===== src/rtl/sstx_pkg.sv =====
package sstx_pkg;
  localparam int TRIG_W = 2;

  // Threshold in bytes for the select code: 1, 2, 4, 8
  function automatic int unsigned trig_level(input logic [TRIG_W-1:0] sel);
    return 32'd1 << sel;
  endfunction
endpackage


===== src/rtl/sstx_fifo.sv =====
module sstx_fifo #(
  parameter int DW    = 8,
  parameter int DEPTH = 16,
  localparam int AW   = (DEPTH > 1) ? $clog2(DEPTH) : 1,
  localparam int CW   = $clog2(DEPTH + 1)
) (
  input  logic          clk,
  input  logic          rst,
  input  logic          push,
  input  logic [DW-1:0] din,
  input  logic          pop,
  output logic [DW-1:0] dout,
  output logic [CW-1:0] count,
  output logic          full,
  output logic          empty
);
  logic [DW-1:0] mem [DEPTH];
  logic [AW-1:0] wr_ptr, rd_ptr;
  logic          push_ok, pop_ok;

  assign full    = (count == CW'(DEPTH));
  assign empty   = (count == '0);
  assign push_ok = push & ~full;
  assign pop_ok  = pop & ~empty;
  assign dout    = mem[rd_ptr];

  always_ff @(posedge clk) begin
    if (push_ok) mem[wr_ptr] <= din;
  end

  always_ff @(posedge clk) begin
    if (rst) begin
      wr_ptr <= '0;
      rd_ptr <= '0;
      count  <= '0;
    end else begin
      if (push_ok) wr_ptr <= (wr_ptr == AW'(DEPTH - 1)) ? '0 : wr_ptr + 1'b1;
      if (pop_ok)  rd_ptr <= (rd_ptr == AW'(DEPTH - 1)) ? '0 : rd_ptr + 1'b1;
      case ({push_ok, pop_ok})
        2'b10:   count <= count + 1'b1;
        2'b01:   count <= count - 1'b1;
        default: count <= count;
      endcase
    end
  end


  full_drop_chk: assert property (@(posedge clk) disable iff (rst)
    (full && push && !pop) |=> (count == CW'(DEPTH)));


  level_bound_chk: assert property (@(posedge clk) disable iff (rst)
    count <= CW'(DEPTH));
endmodule


===== src/rtl/sstx_clkgen.sv =====
module sstx_clkgen #(
  parameter int HALF_DIV = 4,
  localparam int HW      = (HALF_DIV > 1) ? $clog2(HALF_DIV) : 1
) (
  input  logic clk,
  input  logic rst,
  input  logic ext_sel,
  input  logic ext_in,
  input  logic run,
  output logic sclk,
  output logic fall,
  output logic rise
);
  logic          s1, s2, s3;
  logic [HW-1:0] div_cnt;
  logic          wrap;

  generate
    if (HALF_DIV > 1) begin : g_div
      assign wrap = (div_cnt == HW'(HALF_DIV - 1));
    end else begin : g_nodiv
      assign wrap = 1'b1;
    end
  endgenerate

  always_ff @(posedge clk) begin
    if (rst) begin
      s1 <= 1'b1;
      s2 <= 1'b1;
      s3 <= 1'b1;
    end else begin
      s1 <= ext_in;
      s2 <= s1;
      s3 <= s2;
    end
  end

  always_comb begin
    if (ext_sel) begin
      fall = run & s3 & ~s2;
      rise = run & ~s3 & s2;
    end else begin
      fall = run & wrap & sclk;
      rise = run & wrap & ~sclk;
    end
  end

  always_ff @(posedge clk) begin
    if (rst) begin
      div_cnt <= '0;
      sclk    <= 1'b1;
    end else if (!run) begin
      div_cnt <= '0;
      sclk    <= 1'b1;
    end else if (ext_sel) begin
      div_cnt <= '0;
      sclk    <= s2;
    end else if (wrap) begin
      div_cnt <= '0;
      sclk    <= ~sclk;
    end else begin
      div_cnt <= div_cnt + 1'b1;
    end
  end


  ext_edge_excl_chk: assert property (@(posedge clk) disable iff (rst)
    !(fall && rise));
endmodule


===== src/rtl/sstx_shifter.sv =====
module sstx_shifter #(
  parameter int DW  = 8,
  localparam int IW = (DW > 1) ? $clog2(DW) : 1
) (
  input  logic          clk,
  input  logic          rst,
  input  logic          fall,
  input  logic          rise,
  input  logic          q_empty,
  input  logic [DW-1:0] q_data,
  output logic          pop,
  output logic          busy,
  output logic          txd,
  output logic          end_set
);
  logic [DW-1:0] shreg;
  logic [IW-1:0] bit_idx;
  logic          stop_q;
  logic          start, last;

  assign start   = ~busy & ~q_empty;
  assign last    = busy & fall & ~stop_q & (bit_idx == IW'(DW - 1));
  assign pop     = start | (last & ~q_empty);
  assign end_set = last & q_empty;

  always_ff @(posedge clk) begin
    if (rst) begin
      shreg   <= '0;
      bit_idx <= '0;
      busy    <= 1'b0;
      stop_q  <= 1'b0;
      txd     <= 1'b1;
    end else if (start) begin
      shreg   <= q_data;
      bit_idx <= '0;
      busy    <= 1'b1;
      stop_q  <= 1'b0;
    end else if (busy) begin
      if (fall && !stop_q) begin
        txd <= shreg[bit_idx];
        if (last) begin
          bit_idx <= '0;
          if (!q_empty) shreg  <= q_data;
          else          stop_q <= 1'b1;
        end else begin
          bit_idx <= bit_idx + 1'b1;
        end
      end
      if (rise && stop_q) begin
        busy   <= 1'b0;
        stop_q <= 1'b0;
      end
    end
  end


  txd_on_fall_chk: assert property (@(posedge clk) disable iff (rst)
    !$stable(txd) |-> $past(fall));


  idle_hold_chk: assert property (@(posedge clk) disable iff (rst)
    (!busy && $past(!busy)) |-> $stable(txd));
endmodule


===== src/rtl/sync_serial_tx.sv =====
module sync_serial_tx
  import sstx_pkg::*;
#(
  parameter int DATA_W   = 8,
  parameter int DEPTH    = 16,
  parameter int HALF_DIV = 4,
  localparam int CNT_W   = $clog2(DEPTH + 1)
) (
  input  logic              clk,
  input  logic              rst,
  input  logic              wr_en,
  input  logic [DATA_W-1:0] wr_data,
  input  logic [TRIG_W-1:0] trig_sel,
  input  logic              low_clr,
  input  logic              tx_irq_en,
  input  logic              ext_clk_sel,
  input  logic              ext_clk_in,
  output logic              sclk_out,
  output logic              txd,
  output logic [CNT_W-1:0]  fifo_level,
  output logic              fifo_low,
  output logic              tx_end,
  output logic              tx_irq,
  output logic              overflow
);
  logic [DATA_W-1:0] q_data;
  logic              q_full, q_empty, q_pop;
  logic              busy, fall, rise, end_set;
  logic              wr_ok, low_nxt;
  logic [CNT_W-1:0]  lvl;

  assign lvl   = CNT_W'(trig_level(trig_sel));
  assign wr_ok = wr_en & ~q_full;

  sstx_fifo #(.DW(DATA_W), .DEPTH(DEPTH)) i_fifo (
    .clk(clk), .rst(rst), .push(wr_en), .din(wr_data), .pop(q_pop),
    .dout(q_data), .count(fifo_level), .full(q_full), .empty(q_empty)
  );

  sstx_clkgen #(.HALF_DIV(HALF_DIV)) i_clkgen (
    .clk(clk), .rst(rst), .ext_sel(ext_clk_sel), .ext_in(ext_clk_in),
    .run(busy), .sclk(sclk_out), .fall(fall), .rise(rise)
  );

  sstx_shifter #(.DW(DATA_W)) i_shift (
    .clk(clk), .rst(rst), .fall(fall), .rise(rise), .q_empty(q_empty),
    .q_data(q_data), .pop(q_pop), .busy(busy), .txd(txd), .end_set(end_set)
  );

  always_comb begin
    if (fifo_level <= lvl) low_nxt = 1'b1;
    else if (low_clr)      low_nxt = 1'b0;
    else                   low_nxt = fifo_low;
  end

  always_ff @(posedge clk) begin
    if (rst) begin
      fifo_low <= 1'b1;
      tx_irq   <= 1'b0;
      tx_end   <= 1'b1;
      overflow <= 1'b0;
    end else begin
      fifo_low <= low_nxt;
      tx_irq   <= low_nxt & tx_irq_en;
      if (wr_ok)        tx_end <= 1'b0;
      else if (end_set) tx_end <= 1'b1;
      if (wr_en && q_full) overflow <= 1'b1;
    end
  end


  idle_sclk_high_chk: assert property (@(posedge clk) disable iff (rst)
    !busy |-> sclk_out);


  irq_needs_low_chk: assert property (@(posedge clk) disable iff (rst)
    tx_irq |-> fifo_low);


  low_at_level_chk: assert property (@(posedge clk) disable iff (rst)
    (fifo_level <= lvl) |=> fifo_low);


  end_hold_chk: assert property (@(posedge clk) disable iff (rst)
    (tx_end && !wr_en) |=> tx_end);


  ovf_sticky_chk: assert property (@(posedge clk) disable iff (rst)
    overflow |=> overflow);
endmodule


===== config.mk =====
export PLATFORM = sky130hd
export DESIGN_NAME = sync_serial_tx
export DESIGN_NICKNAME = d
export VERILOG_FILES = /design/src/rtl/sstx_pkg.sv /design/src/rtl/sstx_fifo.sv /design/src/rtl/sstx_clkgen.sv /design/src/rtl/sstx_shifter.sv /design/src/rtl/sync_serial_tx.sv
export SDC_FILE = /design/constraint.sdc
export NUM_CORES = 1
export LEC_CHECK = 0
export BUFFER_PORTS_ARGS = -buffer_cell sky130_fd_sc_hd__clkbuf_2
export CORE_ASPECT_RATIO = 0.7
export CORE_MARGIN = 2
export CORE_UTILIZATION = 55
export CTS_CLUSTER_DIAMETER = 80
export DETAILED_ROUTE_END_ITERATION = 8
export PLACE_DENSITY = 0.79
export SLEW_MARGIN = 20
export SYNTH_ARGS = -nofsm -noshare
export SYNTH_HDL_FRONTEND = slang
export SYNTH_SLANG_ARGS = --single-unit

===== constraint.sdc =====
create_clock -name clk -period 3.9 [get_ports clk]
set_input_delay 0.78 -clock clk [delete_from_list [all_inputs] [get_ports clk]]
set_output_delay 0.78 -clock clk [all_outputs]
set_load 0.03 [all_outputs]

==> impl_metrics.ini, run 1 <==
[sta]
relSlewSlack_pct = 23.41
hold_violations = 0
layout_min_cycle_time_ps = 2969
finalCritPeriodShare_pct = 76.13
setup_viol = 0
fin_skew_ps = 8.845
fin_tns_setup_ps = 0
worstMarginPinSlew_ps = 1147
rsz0062_at_grt = no
fmax_ghz = 0.3368
slew_viol_final = 0

[place]
dpl.cell_count = 616
dp_hpwl_microns = 8841
io_buffers = 27
place_congestion = 0.8081

[synthesis]
syn_avg_cell_area_sq_um = 15.85
yosys_warnings = 0
synth-seq-cells = 169
ys_async_sr_fraction_pct = 0
synth-edff-count = 128
synth_area_sq_um = 7035
yosys.area.top_type = edfxtp_1
yosysUniqueCellTypes = 53
syn-num-nets = 476
ys_seq_area_share_pct = 66.30
synthFlopType = edfxtp_1
synth.area.top_cells = edfxtp_1 55%, dfxtp_1 12%, mux4_1 9.0%
synthCells = 444
synth_top_area_share_pct = 54.63

[clocking]
cts_root_buf = clkbuf_16
clk_latency_ps = 430
cts_buffers = 17
cts_tree = done
clock_path_buffers = 2
htreeDepth = 4
cts-resized-gates = 0
cts.sinks = 169
clkTransAtPathRegs_ps = 60
post_cts_buffers = 0
hold_buffers = 0

[final_layout]
multi_input_area_sq_um = 2176
antenna_cells = 0
final_common_cell = edfxtp_1
regArea_sq_um = 4666
final_layout_size_suffix_gt1_share_pct = 17.49
mostFrequentLayoutCells = 128 x edfxtp_1, 40 x dfxtp_1, 34 x nor2_1
fin_nets = 505
fillers = 860
area_growth_pct = 11.88
final_cells = 648

[drt]
wl_per_cell_microns = 20.96
antenna_left = 0
drt_iter0_markers = 455
vias = 3934
vias_per_cell = 6.071
drc = 0
finalWirelength_microns = 13580
drtPass1Iterations = 5

[critical_path]
start_kind = flip-flop
critPathLaunch = i_shift.bit_idx[0]
required_ps = 4180
r2r_start = i_shift.bit_idx[0]
cp_max_fo = 7
crit_type = flip-flop to flip-flop
arrival_ps = 3250
endpoint_kind = flip-flop

[min_path]
worst_hold_path_type = flip-flop to flip-flop
min-delay-start = i_clkgen.s1

[pwr]
irDropWorstVdd_mv = 0.3506
p_leak_nw = 2.645
total_power_w = 0.005060
cellPowerDensity_nw_per_um2 = 642.8

[die]
die_w_microns = 139.2
start_util_pct = 56.44
core_sq_um = 12460
dieArea_sq_um = 13730
io_pins = 28
die_h_microns = 98.63
row_count = 34

[grt]
grtUsageTotal_pct = 21.06
grt_pass1_wl_microns = 21380
antenna_found_initial = 0
first_global_vias = 3881
grt_overflow = 0
grt_max_degree = 41

[run]
cap_viol_max_count = 0

[outcome]
outcome = complete, no violations
## cells in the mapped netlist (2+ instances only)
cell type    n
a21oi_1     14
a221oi_1     8
a311oi_1    10
a31oi_1      5
and2_4       2
buf_2        9
buf_6        7
clkbuf_1     7
dfxtp_1     41
edfxtp_1   128
ha_1        15
inv_1        9
mux2_2       8
mux2i_1     21
mux4_1      24
mux4_2       2
nand2_1     23
nand2b_1    10
nand3_1      3
nand3b_1     4
nor2_1      34
nor2b_1      2
nor3_1       6
nor4b_1      2
o21ai_0     13
o21bai_1     2
or2_2        3
or3_1        3
xor2_1       5
## worst paths after layout
| path | end | slack (ps) | cells after the start |
|---|---|---|---|
| worst max-delay path | i_fifo.count[4] | 930 | 13 |
| worst min-delay path | i_clkgen.s2 | 410 | 1 |
| worst max register to register | i_fifo.count[4] | 930 | 13 |
| worst min register to register | i_clkgen.s2 | 410 | 1 |
## per-stage QoR
step,hold slack [ps],utilization (%),instance area (sq um),worst slack [ps]
2_1_floorplan,389.5,-,7036,675.6
3_3_place_gp,392.0,58.35,7273,900.6
3_5_place_dp,397.8,58.35,7273,700.1
4_1_cts,412.9,63.15,7871,942.5
5_1_grt,428.8,63.15,7871,673.0
6_report,410.0,63.15,7871,931.0
## cell type report
cell class / instances / share of cell area [%]
multi-input cells: 241 / 27.64
clock inverters: 14 / 2.146
inverters: 9 / 0.4292
repair buffers: 35 / 2.480
clock buffers: 18 / 5.452
flip-flops and latches: 169 / 59.28
well taps: 162 / 2.575
## report_power, final
part | leakage, nW | internal (W) | switching [W] | total, W
sequential | 1.49 | 0.00206 | 0.000182 | 0.00224
clock | 0.282 | 0.00101 | 0.000694 | 0.00170
combinational | 0.870 | 0.000505 | 0.000611 | 0.00112
## flip-flops by register name (all words and copies together) (netlist names), 2 cells and up, named ones only
| signal | count |
|---|---|
| i_clkgen.div_cnt | 2 |
| i_fifo.count | 5 |
| i_fifo.mem | 128 |
| i_fifo.rd_ptr | 4 |
| i_fifo.wr_ptr | 4 |
| i_shift.bit_idx | 3 |
| i_shift.shreg | 8 |
## logic make-up (layout without fill, tap and decap cells)
family	count (synthesis)	in the layout	share of synthesized area (%)
AO/OA/AOI/OAI	67	67	6.651
buffers and inverters	34	76	2.774
adder cells (fa/ha/maj)	15	15	2.668
multiplexers	55	55	13.87
AND/OR/NAND/NOR	98	98	6.989
flip-flops	169	169	66.30
XOR/XNOR	6	6	0.7469
## worst max-delay path: stages (launching register included)
cell,delay [ps]
dfxtp_1,410
ha_1,180
ha_1,220
inv_1,100
a21oi_1,180
o2bb2ai_2,140
ha_1,330
xor2_1,120
ha_1,200
a21oi_1,240
o22ai_1,140
a222oi_1,340
or3_1,170
a21oi_1,60
## routing by layer
metal	track usage [%]	vias up	part of all wire (%)
met4	6.216	0	1.2
met3	5.005	18	7.6
met5	0	-	0
met1	29.92	1960	43
met2	33.12	148	48
li1	-	1808	-
(Power assumes the default switching activity.)
==> inputs of run 2 (changes only) <==
Settings changed: ABC_AREA from default to 1, PLACE_DENSITY 0.79 to 0.82.
Clock period 3.9 ns to 2.6 ns, I/O delays scaled along.
==> run 2 against run 1 <==
  * Sequential power up 45%
  * Combinational power increased by 120%
  * Sequential share of layout area fell by 5.2 points
  * Fmax is 27% higher
  * Routed wire length up 23%
  * Hold slack got worse by 130 ps
  * Clock power rose by 46%
  * Power up 62%
  * Synthesized cell count increased by 87%
  * Via count is 43% higher
  * Clock-buffer cell count rose by 3
  * Die area up 7.7%
==> impl_metrics.ini, run 2 <==
[drt]
antenna_left = 0
wl_per_cell_microns = 15.51
drtPass1Iterations = 5
drt_iter0_markers = 688
vias_per_cell = 5.254
vias = 5643
finalWirelength_microns = 16660
drc = 0

[synthesis]
ys_top_cells_by_count = 243 x nand2_1, 145 x inv_1, 128 x edfxtp_1
ys_seq_area_share_pct = 61.41
synthCells = 832
synth-edff-count = 128
synth-seq-cells = 169
yosysMostFrequentCell = nand2_1
synth.area.top_cells = edfxtp_1 51%, nand2_1 12%, dfxtp_1 11%
ys_async_sr_fraction_pct = 0
synth_top_area_share_pct = 50.60
syn_avg_cell_area_sq_um = 9.130
yosys.area.top_type = edfxtp_1
syn-num-nets = 864
yosys_warnings = 0
synthFlopType = edfxtp_1
yosysUniqueCellTypes = 30
synth_area_sq_um = 7596

[critical_path]
start_kind = flip-flop
arrival_ps = 2700
cp_top_family = simple AND/OR/NAND/NOR gates
slowest_stage = dfxtp_1
cp_max_fo = 4
crit_type = flip-flop to flip-flop
path_cells = ha_1, ha_1, nand4_2, nand2_2, nand2_4, inv_1, ha_1, xor2_1, ha_1, inv_1, nand2_1, nand3_1, nand2_1, nand2_1, nand2_1, nand2_1, a21oi_1
critPathMostFrequentCell = nand2_1
crit_path_max_incr_delay_ps = 380
crit_buf_inv = 2
required_ps = 2960
endpoint_kind = flip-flop

[clocking]
clock_path_buffers = 2
cts_buffers = 17
post_cts_buffers = 0
cts_root_buf = clkbuf_16
hold_buffers = 0
cts_tree = done
cts-resized-gates = 0
htreeDepth = 4
clkTransAtPathRegs_ps = 60
cts.sinks = 169
clk_latency_ps = 420

[grt]
grtUsageTotal_pct = 24.17
antenna_found_initial = 0
grt_overflow = 0
first_global_vias = 5311
grt_max_degree = 46
grt_pass1_wl_microns = 26680

[sta]
relSlewSlack_pct = 63.04
fin_skew_ps = 7.337
finalCritPeriodShare_pct = 90.23
fmax_ghz = 0.4263
layout_min_cycle_time_ps = 2346
worstMarginPinSlew_ps = 553.8
fin_tns_setup_ps = 0
setup_viol = 0
rsz0062_at_grt = no
hold_violations = 0
slew_viol_final = 0

[final_layout]
final_cells = 1074
final_layout_size_suffix_gt1_share_pct = 11.36
regMostFlops = i_fifo.mem
final_common_cell = nand2_1
reg_top3 = i_fifo.mem x128, i_shift.shreg x8, i_fifo.count x5
mostFrequentLayoutCells = 243 x nand2_1, 146 x inv_1, 128 x edfxtp_1
largest_register_ffs = 128
area_growth_pct = 13.69
fin_nets = 908
antenna_cells = 0

[die]
core_sq_um = 13310
dieArea_sq_um = 14780
start_util_pct = 57.06
io_pins = 28
die_w_microns = 144.5
die_h_microns = 102.3
row_count = 35

[pwr]
cellPowerDensity_nw_per_um2 = 949.1
irDropWorstVdd_mv = 0.6313
p_leak_nw = 3.908

[place]
dpl.cell_count = 1042
place_congestion = 0.8462
dp_hpwl_microns = 10670
io_buffers = 27

[min_path]
worst_hold_path_type = input port to flip-flop

[run]
cap_viol_max_count = 0

[outcome]
outcome = complete, no violations
## run 2: report_power, final
part           total [W]  switching, W  internal (W)
clock            0.00248       0.00105       0.00143
combinational    0.00247       0.00172      0.000745
sequential       0.00325      0.000139       0.00311
## run 2: stage by stage
stage / power [W] / utilization, % / instance area (sq um) / setup slack, ps / hold slack [ps]
detailed placement: 0.005702 / 60.41 / 8043 / 160.9 / 400.2
finish: 0.008197 / 64.87 / 8636 / 254.0 / 281.4
CTS: 0.008168 / 64.86 / 8635 / 227.4 / 277.5
global route: 0.008641 / 64.87 / 8636 / 38.62 / 269.6
global placement: 0.005628 / 60.41 / 8043 / 247.0 / 391.7
floorplan: 0.004998 / - / 7596 / 205.1 / 389.5
## run 2: layout make-up
cell class | instances | area, sq um
repair buffers | 54 | 350.3
clock buffers | 21 | 514.2
multi-input cells | 484 | 2232
inverters | 150 | 563.0
flip-flops and latches | 169 | 4667
well taps | 185 | 231.5
fillers | 1037 | 4677
clock inverters | 11 | 77.57
## run 2: path summary, 6_finish.rpt
path,start,end,slack (ps),depth (start not counted)
worst max-delay path,i_shift.bit_idx[1],i_fifo.count[4],250,17
worst min-delay path,ext_clk_in,i_clkgen.s1,280,2
worst max register to register,i_shift.bit_idx[1],i_fifo.count[4],250,17
worst min register to register,i_clkgen.s1,i_clkgen.s2,420,1
## run 2: cell families after synthesis
kind of cell	share of synthesized area [%]
AND/OR/NAND/NOR	23.51
buffers and inverters	9.208
flip-flops	61.41
AO/OA/AOI/OAI	2.833
adder cells (fa/ha/maj)	2.471
XOR/XNOR	0.5765
## run 2: worst reg2reg max path, delay by kind of cell, from the launching register on
family / cells / cell delay (ps)
and+or+nand+nor: 9 / 730
xor gates and xnor gates: 1 / 220
adders and majority gates: 4 / 730
buffers and inverters: 2 / 120
AOI/OAI and AO/OA: 1 / 110
DFF: 1 / 380
## run 2: routing by layer
| layer | wire [microns] | GRT usage, % | up-vias | part of all wire (%) |
|---|---|---|---|---|
| met5 | 0 | 0 | - | 0 |
| met3 | 1453 | 4.920 | 39 | 8.7 |
| li1 | - | - | 2745 | - |
| met2 | 7533 | 37.19 | 250 | 45 |
| met1 | 7299 | 34.82 | 2609 | 44 |
| met4 | 371 | 8.215 | 0 | 2.2 |
==> inputs of run 3 (changes only) <==
Settings changed: PLACE_DENSITY 0.82 to 0.74.
==> run 3 against run 2 <==
  * Sequential power grew 1%
  * Via count shrank 0.67%
  * Combinational power fell by 5%
  * Register-to-register slack got worse by 20 ps
  * Core utilization down 0.28 points
  * Sequential share of layout area rose by 0.28 points
  * Global-route usage up 0.12 points
  * Critical path depth stayed put
  * Clock power decreased by 6%
  * Die area unchanged
  * Critical path type unchanged
==> impl_metrics.ini, run 3 (synthesis gave the netlist of run 2 again) <==
[place]
io_buffers = 27
dp_hpwl_microns = 11000
place_congestion = 0.9199
dpl.cell_count = 1041

[drt]
antenna_left = 0
vias_per_cell = 5.214
drc = 0
vias = 5605
drt_iter0_markers = 483
finalWirelength_microns = 16650
wl_per_cell_microns = 15.48
drtPass1Iterations = 6

[clocking]
htreeDepth = 4
cts.sinks = 169
cts_root_buf = clkbuf_16
clk_latency_ps = 430
cts_buffers = 17
hold_buffers = 0
cts_tree = done
clock_path_buffers = 2
clkTransAtPathRegs_ps = 60

[sta]
fmax_ghz = 0.4224
hold_violations = 0
slew_viol_final = 0
worstMarginPinSlew_ps = 1038
finalCritPeriodShare_pct = 91.05
setup_viol = 0
layout_min_cycle_time_ps = 2367
relSlewSlack_pct = 30.35
fin_skew_ps = 10.75
hold_slack_ps = 272.0

[grt]
grt_overflow = 0
first_global_vias = 5350
grt_pass1_wl_microns = 26740
grtUsageTotal_pct = 24.29
antenna_found_initial = 0
grt_max_degree = 37

[critical_path]
endpoint_kind = flip-flop
cp_max_fo = 7
path_cells = ha_1, ha_2, nand4_2, nand2_2, nand2_4, inv_1, ha_2, xor2_1, ha_1, inv_1, nand2_2, nand3_2, nand2_1, nand2_1, nand2_1, nand2_1, a21oi_1
crit_path_max_incr_delay_ps = 380
start_kind = flip-flop
crit_type = flip-flop to flip-flop
slowest_stage = dfxtp_4
arrival_ps = 2730
required_ps = 2970
critPathMostFrequentCell = nand2_1

[final_layout]
mostFrequentLayoutCells = 241 x nand2_1, 144 x inv_1, 128 x edfxtp_1
reg_top3 = i_fifo.mem x128, i_shift.shreg x8, i_fifo.count x5
final_common_cell = nand2_1
regMostFlops = i_fifo.mem
area_growth_pct = 13.19
largest_register_ffs = 128
antenna_cells = 0
final_layout_size_suffix_gt1_share_pct = 11.57
final_cells = 1075
fin_nets = 909

[pwr]
p_sw_share_pct = 35.04
p_leak_nw = 3.852
total_power_w = 0.007952
seqPwrFrac_pct = 41.3
switching_power_w = 0.002786
cellPowerDensity_nw_per_um2 = 924.9
p_clk_share_pct = 29.3
irDropWorstVdd_mv = 0.5002
internal_power_w = 0.005166
share_comb_of_total_power_pct = 29.4

[die]
die_w_microns = 144.5
die_h_microns = 102.3
io_pins = 28
start_util_pct = 57.06
dieArea_sq_um = 14780
row_count = 35
core_sq_um = 13310

[run]
cap_viol_max_count = 0

[min_path]
worst_hold_path_type = input port to flip-flop

[outcome]
outcome = complete, no violations
## run 3: cell types whose count changed in the layout (fill, tap and decap cells not counted), moves of 3 or more
cell / before / now
clkbuf_1: 0 / 4
inv_4: 4 / 0
clkbuf_16: 20 / 17
clkinv_1: 1 / 4
clkinvlp_4: 0 / 3
## run 3: layout make-up
| cell class | count | area, sq um |
|---|---|---|
| inverters | 150 | 563.0 |
| clock buffers | 21 | 440.4 |
| flip-flops and latches | 169 | 4671 |
| repair buffers | 55 | 345.3 |
| well taps | 185 | 231.5 |
| fillers | 1095 | 4715 |
| clock inverters | 11 | 100.1 |
| multi-input cells | 484 | 2247 |
## run 3: stage by stage
step	cell area (sq um)	setup TNS [ps]	setup WS (ps)	util [%]
floorplan	7596	0	205.1	-
global placement	8023	0	245.9	60.26
detailed placement	8023	0	45.25	60.26
CTS	8563	0	43.08	64.32
global route	8598	-12.18	-12.18	64.59
finish	8598	0	232.8	64.59
## run 3: path summary, 6_finish.rpt
path	slack, ps	end	cells after the start	start
max	230	i_fifo.count[4]	17	i_shift.bit_idx[0]
min	270	i_clkgen.s1	2	ext_clk_in
max reg2reg	230	i_fifo.count[4]	17	i_shift.bit_idx[0]
min reg2reg	410	i_clkgen.s2	1	i_clkgen.s1
## run 3: critical path: cells and delay by family (launching register included)
family	cells	cell delay, ps
buf+inv	2	140
xor+xnor	1	200
simple gates	9	740
fa+ha+maj	4	750
compound gates	1	110
flops	1	380
## run 3: per-layer routing
layer | share of wire, % | up-vias | global-route usage (%)
met3 | 7.5 | 22 | 5.108
met1 | 45 | 2633 | 34.05
met2 | 46 | 208 | 38.28
met5 | 0 | - | 0
li1 | - | 2742 | -
met4 | 1.5 | 0 | 8.290
## run 3: power groups by stage
stage,Combinational (W),Clock [W],Sequential (W)
after detailed placement,0.00228,0,0.00333
after floorplan,0.00166,0,0.00334
after CTS,0.00230,0.00236,0.00328
after global placement,0.00215,0,0.00332
final,0.00234,0.00233,0.00329
after global routing,0.00264,0.00246,0.00331
## run 3: what timing repair did
item                                    4_1_cts  5_1_grt
setup buffers                                 0        2
hold endpoints to repair                      0        0
gates resized for setup                       0        9
endpoints found under the setup margin        0        2
